===== src/rtl/vrx_pkg.sv =====
package vrx_pkg;
    localparam int WIN_BIT = 24;
    localparam int HOST_AW = WIN_BIT + 1;
    localparam int OFS_W   = 23;
    localparam int WORD_W  = 32;
    localparam int LANES   = WORD_W / 8;
    localparam int LANE_W  = $clog2(LANES);
    localparam int NBANK   = 2;
    localparam int BANK_AW = OFS_W - 1 - LANE_W;
    localparam int HOST_DW = WORD_W * NBANK;

    typedef enum logic [1:0] {SZ_B = 2'd0, SZ_H = 2'd1, SZ_W = 2'd2, SZ_D = 2'd3} xfer_sz_e;

    typedef struct packed {
        logic               en;
        logic               we;
        logic [BANK_AW-1:0] addr;
        logic [LANES-1:0]   be;
        logic [WORD_W-1:0]  wdata;
    } bank_cmd_t;

    typedef struct packed {
        logic              rd;
        logic              bank;
        logic [LANE_W-1:0] lane;
        xfer_sz_e          sz;
    } rsp_ctl_t;

    function automatic logic [LANES-1:0] lane_be(xfer_sz_e sz, logic [LANE_W-1:0] lane);
        case (sz)
            SZ_B:    return LANES'(1) << lane;
            SZ_H:    return lane[1] ? 4'b1100 : 4'b0011;
            default: return '1;
        endcase
    endfunction
endpackage


===== src/rtl/vrx_route.sv =====
module vrx_route
    import vrx_pkg::*;
(
    input  logic                         req_valid,
    input  logic                         req_write,
    input  logic [1:0]                   req_size,
    input  logic [HOST_AW-1:0]           req_addr,
    input  logic [HOST_DW-1:0]           req_wdata,
    output bank_cmd_t [NBANK-1:0]        cmd,
    output rsp_ctl_t                     ctl,
    output logic                         bad
);
    xfer_sz_e            sz;
    logic                seq;
    logic                both;
    logic                sel;
    logic [OFS_W-1:0]    ofs;
    logic [BANK_AW-1:0]  widx;
    logic [WORD_W-1:0]   narrow_wd;

    assign sz   = xfer_sz_e'(req_size);
    assign seq  = req_addr[WIN_BIT];
    assign ofs  = req_addr[OFS_W-1:0];
    assign both = (sz == SZ_D);
    assign bad  = req_valid && ((req_write && sz == SZ_B) || (both && seq));

    always_comb begin
        if (seq) begin
            sel  = ofs[OFS_W-1];
            widx = ofs[OFS_W-2:LANE_W];
        end else begin
            sel  = ofs[LANE_W];
            widx = ofs[OFS_W-1:LANE_W+1];
        end
    end

    assign narrow_wd = (sz == SZ_H) ? {2{req_wdata[15:0]}} : req_wdata[WORD_W-1:0];

    for (genvar b = 0; b < NBANK; b++) begin : g_bank
        localparam logic SELF = 1'(b);
        always_comb begin
            cmd[b].en    = req_valid && !bad && (both || sel == SELF);
            cmd[b].we    = req_write;
            cmd[b].addr  = widx;
            cmd[b].be    = lane_be(sz, ofs[LANE_W-1:0]);
            cmd[b].wdata = both ? req_wdata[b*WORD_W +: WORD_W] : narrow_wd;
        end
    end

    always_comb begin
        ctl.rd   = req_valid && !req_write && !bad;
        ctl.bank = sel;
        ctl.lane = ofs[LANE_W-1:0];
        ctl.sz   = sz;
    end
endmodule


===== src/rtl/vrx_resp.sv =====
module vrx_resp
    import vrx_pkg::*;
(
    input  logic                          clk,
    input  logic                          rst,
    input  rsp_ctl_t                      ctl_in,
    input  logic                          bad_in,
    input  logic [NBANK-1:0][WORD_W-1:0]  bank_rd,
    output logic                          rsp_valid,
    output logic [HOST_DW-1:0]            rsp_rdata,
    output logic                          err_pulse
);
    rsp_ctl_t           ctl_q;
    logic [WORD_W-1:0]  word;
    logic [WORD_W-1:0]  byte_sh;
    logic [WORD_W-1:0]  half_sh;

    always_ff @(posedge clk) begin
        if (rst) begin
            ctl_q     <= '0;
            err_pulse <= 1'b0;
        end else begin
            ctl_q     <= ctl_in;
            err_pulse <= bad_in;
        end
    end

    assign rsp_valid = ctl_q.rd;
    assign word      = bank_rd[ctl_q.bank];
    assign byte_sh   = word >> {ctl_q.lane, 3'b000};
    assign half_sh   = word >> {ctl_q.lane[1], 4'b0000};

    always_comb begin
        if (!ctl_q.rd) begin
            rsp_rdata = '0;
        end else begin
            case (ctl_q.sz)
                SZ_B:    rsp_rdata = HOST_DW'(byte_sh[7:0]);
                SZ_H:    rsp_rdata = HOST_DW'(half_sh[15:0]);
                SZ_W:    rsp_rdata = HOST_DW'(word);
                default: rsp_rdata = bank_rd;
            endcase
        end
    end
endmodule


===== src/rtl/vram_dual_bank_xlat.sv =====
module vram_dual_bank_xlat
    import vrx_pkg::*;
(
    input  logic                clk,
    input  logic                rst,
    input  logic                req_valid,
    input  logic                req_write,
    input  logic [1:0]          req_size,
    input  logic [HOST_AW-1:0]  req_addr,
    input  logic [HOST_DW-1:0]  req_wdata,
    output logic                rsp_valid,
    output logic [HOST_DW-1:0]  rsp_rdata,
    output logic                err_pulse,
    output logic                lo_en,
    output logic                lo_we,
    output logic [BANK_AW-1:0]  lo_addr,
    output logic [LANES-1:0]    lo_be,
    output logic [WORD_W-1:0]   lo_wdata,
    input  logic [WORD_W-1:0]   lo_rdata,
    output logic                hi_en,
    output logic                hi_we,
    output logic [BANK_AW-1:0]  hi_addr,
    output logic [LANES-1:0]    hi_be,
    output logic [WORD_W-1:0]   hi_wdata,
    input  logic [WORD_W-1:0]   hi_rdata
);
    bank_cmd_t [NBANK-1:0]  cmd;
    rsp_ctl_t               ctl;
    logic                   bad;

    vrx_route u_route (
        .req_valid (req_valid),
        .req_write (req_write),
        .req_size  (req_size),
        .req_addr  (req_addr),
        .req_wdata (req_wdata),
        .cmd       (cmd),
        .ctl       (ctl),
        .bad       (bad)
    );

    vrx_resp u_resp (
        .clk       (clk),
        .rst       (rst),
        .ctl_in    (ctl),
        .bad_in    (bad),
        .bank_rd   ({hi_rdata, lo_rdata}),
        .rsp_valid (rsp_valid),
        .rsp_rdata (rsp_rdata),
        .err_pulse (err_pulse)
    );

    assign lo_en    = cmd[0].en;
    assign lo_we    = cmd[0].we;
    assign lo_addr  = cmd[0].addr;
    assign lo_be    = cmd[0].be;
    assign lo_wdata = cmd[0].wdata;
    assign hi_en    = cmd[1].en;
    assign hi_we    = cmd[1].we;
    assign hi_addr  = cmd[1].addr;
    assign hi_be    = cmd[1].be;
    assign hi_wdata = cmd[1].wdata;
endmodule


===== config.mk =====
export PLATFORM = sky130hd
export DESIGN_NAME = vram_dual_bank_xlat
export DESIGN_NICKNAME = d
export VERILOG_FILES = /design/src/rtl/vrx_pkg.sv /design/src/rtl/vrx_route.sv /design/src/rtl/vrx_resp.sv /design/src/rtl/vram_dual_bank_xlat.sv
export SDC_FILE = /design/constraint.sdc
export NUM_CORES = 1
export LEC_CHECK = 0
export ABC_AREA = 1
export BUFFER_PORTS_ARGS = -buffer_cell sky130_fd_sc_hd__buf_2
export CORE_AREA = 5 5 130 132
export DETAILED_ROUTE_END_ITERATION = 7
export DIE_AREA = 0 0 135 137
export SLEW_MARGIN = 10
export SYNTH_ARGS = -nofsm -noshare
export SYNTH_HDL_FRONTEND = slang
export SYNTH_SLANG_ARGS = --single-unit

===== constraint.sdc =====
create_clock -name clk -period 1.3 [get_ports clk]
set_clock_uncertainty 0.1 [all_clocks]
set_input_delay 0.195 -clock clk [delete_from_list [all_inputs] [get_ports clk]]
set_output_delay 0.195 -clock clk [all_outputs]
set_load 0.05 [all_outputs]

======== Yosys cells after proc, flatten, opt, wreduce, memory -nomap -nowiden ========
Index checks and enable logic that the tools add are counted.
storage, ports and cells
  word-level logic and storage cells ...... 40
  bits in registers ....................... 7
  output and inout port bits .............. 182
cells by class
  equality and inequality tests ........... 4
  reductions and logical operators ........ 15
  $lt $le $gt $ge ......................... 1
  bitwise logic cells ..................... 1
  muxes and demuxes ....................... 11
  shift operators ......................... 3
operators by type and width
  kind                 number
  $pmux 64 s3          1
  $mux 32              5
  $mux 64              1
  $shr 32x5->16        1
  $shr 32x5->8         1
  $mux 20              1
  $logic_and 1x1->1    8
  $pmux 4 s2           1
  $eq 2x1->1 const B   2
  $eq 2x2->1 const B   2
  $logic_not 2->1      2
  $mux 4               1
  $shl 1x2->4 const A  1
  $logic_or 1x1->1     3
  $logic_not 1->1      2
  $lt 1x2->1 const B   1
  $mux 1               1
  $not 1->1            1

======== Depth between registers and ports, before layout ========
  depth after elaboration ................. 7
  depth in mapped cells ................... 9
  mapped depth without buffers ............ 7

======== Modules after synthesis ========
A second synthesis with hierarchy kept.
second synthesis, totals
  cells, all modules ...................... 701
  area total of the unflattened synthesis .. 3392.0 µm²
modules (own cells, without submodules)
  module     sequential area each (µm²)  instances  area an instance (µm²)  cells an instance
  vrx_resp   140.1                       1          1980.6                  416
  vrx_route  0.0                         1          1411.4                  285

======== Worst setup path after synthesis ========
Ideal clock, no wire load.
  path type ............................... register to output
  start ................................... register u_resp.ctl_q, in the netlist u_resp.rsp_valid
  end ..................................... output port rsp_rdata[24]
  data arrival time ....................... 2.278 ns
  path slack .............................. -1.273 ns
  stages on the path, launching flop included .. 6
  required time ........................... 1.005 ns
  cells stage by stage .................... dfxtp_1 > inv_1 > buf_2 > nor2_1 > inv_1 > o21ai_0
on the way
  word-level cells in the longest chain between the ends .. 1
RTL lines
  what                    line                       text
  start, declared         vrx_resp.sv:13             rsp_ctl_t ctl_q;
  start signal, assigned  vrx_resp.sv:23             ctl_q <= ctl_in;
  $mux 64                 vrx_resp.sv:34             if (!ctl_q.rd) begin
  end, declared           vram_dual_bank_xlat.sv:12  output logic [HOST_DW-1:0] rsp_rdata,
No other way between the ends.

======== Final worst setup path ========
  start ................................... register u_resp.ctl_q[4] (netlist name)
  end ..................................... output port rsp_rdata[6]
on the way
  word-level cells in the longest chain between the ends .. 5
  elaborated cells on any way between the ends .. 6
RTL lines
  what                                                  line                            text
  $mux 32 (not written as such) (*) (2 in a row)        vrx_resp.sv:29                  assign word = bank_rd[ctl_q.bank];
  $shr 32x5->16 / $shr 32x5->8 (equally long branches)  vrx_resp.sv:31, vrx_resp.sv:30
  $pmux 64 s3 (*)                                       vrx_resp.sv:37                  case (ctl_q.sz)
  $mux 64 (*)                                           vrx_resp.sv:34
Mark *: on every way between the ends. The rest lies on a longest branch, timed or not. The select of a mux whose other input is x is not followed.

==> impl_metrics.ini <==
[timing]
period_needed_ns = 2.021
maxSlewViolCount = 0
fin_ws_ns = -0.7212
rsz0062_at_grt = yes
relSlewSlack_pct = 66.55
fin_crit_sh_pct = 155.5
hold_violations = 0
max_freq_ghz = 0.4948
setup_viol = 114
worst_pin_slew_ns = 0.4985

[synth]
syn_area_per_cell_um2 = 4.889
synth_area_um2 = 3266
synth.most_common_cell = nand2_1
synth_compound_area_share_pct = 20.00
synth_cell_types = 26
synthFlopType = dfxtp_1
synth_edf_count = 0
synth_fa_ha_area_share_pct = 0
synth_top_family_by_area = simple AND/OR/NAND/NOR gates
async_flop_share_pct = 0
synth_top_area_share_pct = 29.77
synth_nets = 827
ys_seq_elements = 7
synth_simple_gate_area_share_pct = 52.87
seq_area_frac_synth_pct = 4.291
synth_xor_area_share_pct = 0
synth_area_leaders = nand2_1 (30%), buf_4 (11%), nand3_1 (11%)
synth_common_cells = nand2_1 (259), nand3_1 (72), nor2_1 (64)
yosys_warnings = 0
synth_top_cell_by_area = nand2_1
synthCells = 668
muxShareOfSynthArea_pct = 0

[setup_path]
end_kind = output port
critPathRequiredTime_ns = 1.00
cp-endpoint = rsp_rdata[6]
startpoint_type = flip-flop
crit_fanout = 6
arrival_ns = 1.73
critical_path_class = reg -> out
crit_start = u_resp.ctl_q[4]$_SDFF_PP0_

[final_layout]
final_area_um2 = 10260
nFillCells = 1131
final_net_count = 1252
area_delta_synth_final_pct = 214.1
final_core_util_pct = 65.76
layout-drive-gt1-share_pct = 78.66

[global_routing]
grt_max_degree = 33
grt_usage_pct = 23.96
grt_first_pass_wirelength_um = 35170
overflow = 0
grt_antenna_before_repair = 6
grt_pass1_vias = 6548

[floorplanning]
die-width_um = 135
start_util_pct = 20.94
design.core.area_um2 = 15600
fp.dieH_um = 137
dieArea_um2 = 18500
rows = 46
io_pins = 341

[clock_tree]
root_buffer = clkbuf_16
clock_path_buffers = 2
cts_max_level = 1
cts.sinks = 7
cts-buffers-inserted = 3
cts_tree = yes
cts.reportedPaths.clkPinSlew_ns = 0.04

[placed_design]
hpwl_um = 16820
place_ws_ns = -0.5687
place.gp.congestion = 0.8682
io_buffers = 339
postPlaceCellArea_um2 = 6805

[power_and_ir_drop]
leakagePower_uw = 0.005020
total_power_uw = 5206
irDropWorstVdd_uv = 502.6
powerDensity_nw_per_um2 = 507.5

[routing]
drc = 0
num_vias = 6475
met1_length_um = 8632
drtIter0Drc = 361
firstDrtPassIters = 5
postRouteWirelength_um = 26560
wl_met2_um = 14380
wl_met3_um = 2058
ant_nets = 0
dr.max_layer_used = met5
wl_per_cell_um = 20.23
viasPerCell = 4.931

[status]
status = finished with violations
failed_checks = setup timing

[job]
maxCapViolCount = 0

[min_path]
min_path_type = in -> reg
critical path: stages (launching register included):
cell       delay (ns)
dfxtp_4          0.40
buf_12           0.14
clkbuf_16        0.17
nand2_2          0.07
nand3_2          0.07
nand3_1          0.11
nand2_1          0.10
nand2_2          0.07
a21oi_4          0.18
buf_6            0.18
cell usage in the layout (no fill, tap or decap), types with 8 or more instances in the layout:
cell type	synthesis	final
nor2_1	64	10
buf_4	50	102
inv_1	40	32
nor2_4	1	51
a21oi_2	0	8
a22o_4	0	9
and2_4	0	10
o21ai_2	0	14
a21oi_4	0	11
nand2_4	0	90
o21ai_4	0	36
nand2_2	5	66
nand3_2	0	28
nand3_1	72	41
buf_12	0	37
o211ai_1	16	16
o21ai_0	61	12
buf_6	8	112
buf_2	13	173
buf_8	0	69
nand2_1	259	104
flip-flops by register name, indices dropped and copies added, names as in the netlist:
name,cells
u_resp.ctl_q,5
u_resp.err_pulse,1
u_resp.rsp_valid,1
stage by stage:
step | TNS, ns | hold slack (ns) | instances
finish | -35.36 | 0.1693 | 1313
global route | -38.81 | 0.1856 | 1313
CTS | -34.28 | 0.1293 | 1305
detailed placement | -36.74 | 0.3557 | 1242
global placement | -35.50 | 0.3527 | 1242
floorplan | -14.11 | 0.1600 | 668
worst min-delay path by stage:
stage / end / from / cells after the start
3_3_place_gp: u_resp.ctl_q[2]$_SDFF_PP0_ / req_addr[0] / 3
2_1_floorplan: u_resp.ctl_q[1]$_SDFF_PP0_ / rst / 1
4_1_cts: u_resp.err_pulse$_SDFF_PP0_ / req_valid / 3
5_1_grt: u_resp.err_pulse$_SDFF_PP0_ / req_valid / 3
3_5_place_dp: u_resp.ctl_q[2]$_SDFF_PP0_ / req_addr[0] / 3
6_report: u_resp.ctl_q[1]$_SDFF_PP0_ / rst / 2
metal layers:
metal | vias up | GRT usage, %
met5 | - | 0
met2 | 354 | 46.58
li1 | 2977 | -
met3 | 95 | 5.000
met1 | 3047 | 25.03
met4 | 2 | 9.351
power by group:
group / internal (uW) / switching [uW] / leakage, uW
Sequential: 224 / 20.0 / 0.0000604
Combinational: 1730 / 2710 / 0.00492
Clock: 409 / 120 / 0.0000382
repair_timing:
item                                    4_1_cts  5_1_grt
hold buffers                                  0        0
gates resized for setup                     528      262
endpoints found under the hold margin         0        0
buffers inserted                             50       16
endpoints found under the setup margin      163      141
pin swaps                                    61       94
gates cloned                                 11        4
cell type report:
| cell class | count | area, um2 | share of cell area, % |
|---|---|---|---|
| Antenna cell | 5 | 12.51 | 0.1220 |
| Inverter | 43 | 241.5 | 2.354 |
| Timing Repair Buffer | 502 | 4910 | 47.87 |
| Sequential cell | 7 | 155.1 | 1.513 |
| Tap cell | 216 | 270.3 | 2.635 |
| Timing Repair inverter | 2 | 17.52 | 0.1708 |
| Multi-Input combinational cell | 534 | 4572 | 44.57 |
| Clock buffer | 4 | 78.83 | 0.7685 |
cell families (layout without fill, tap and decap cells):
group,Yosys count,after routing
other,0,5
DFF,7,7
AOI/OAI and AO/OA,115,115
and+or+nand+nor,419,419
buffers and inverters,127,551
Note: power is estimated with default switching activity, not from simulation.
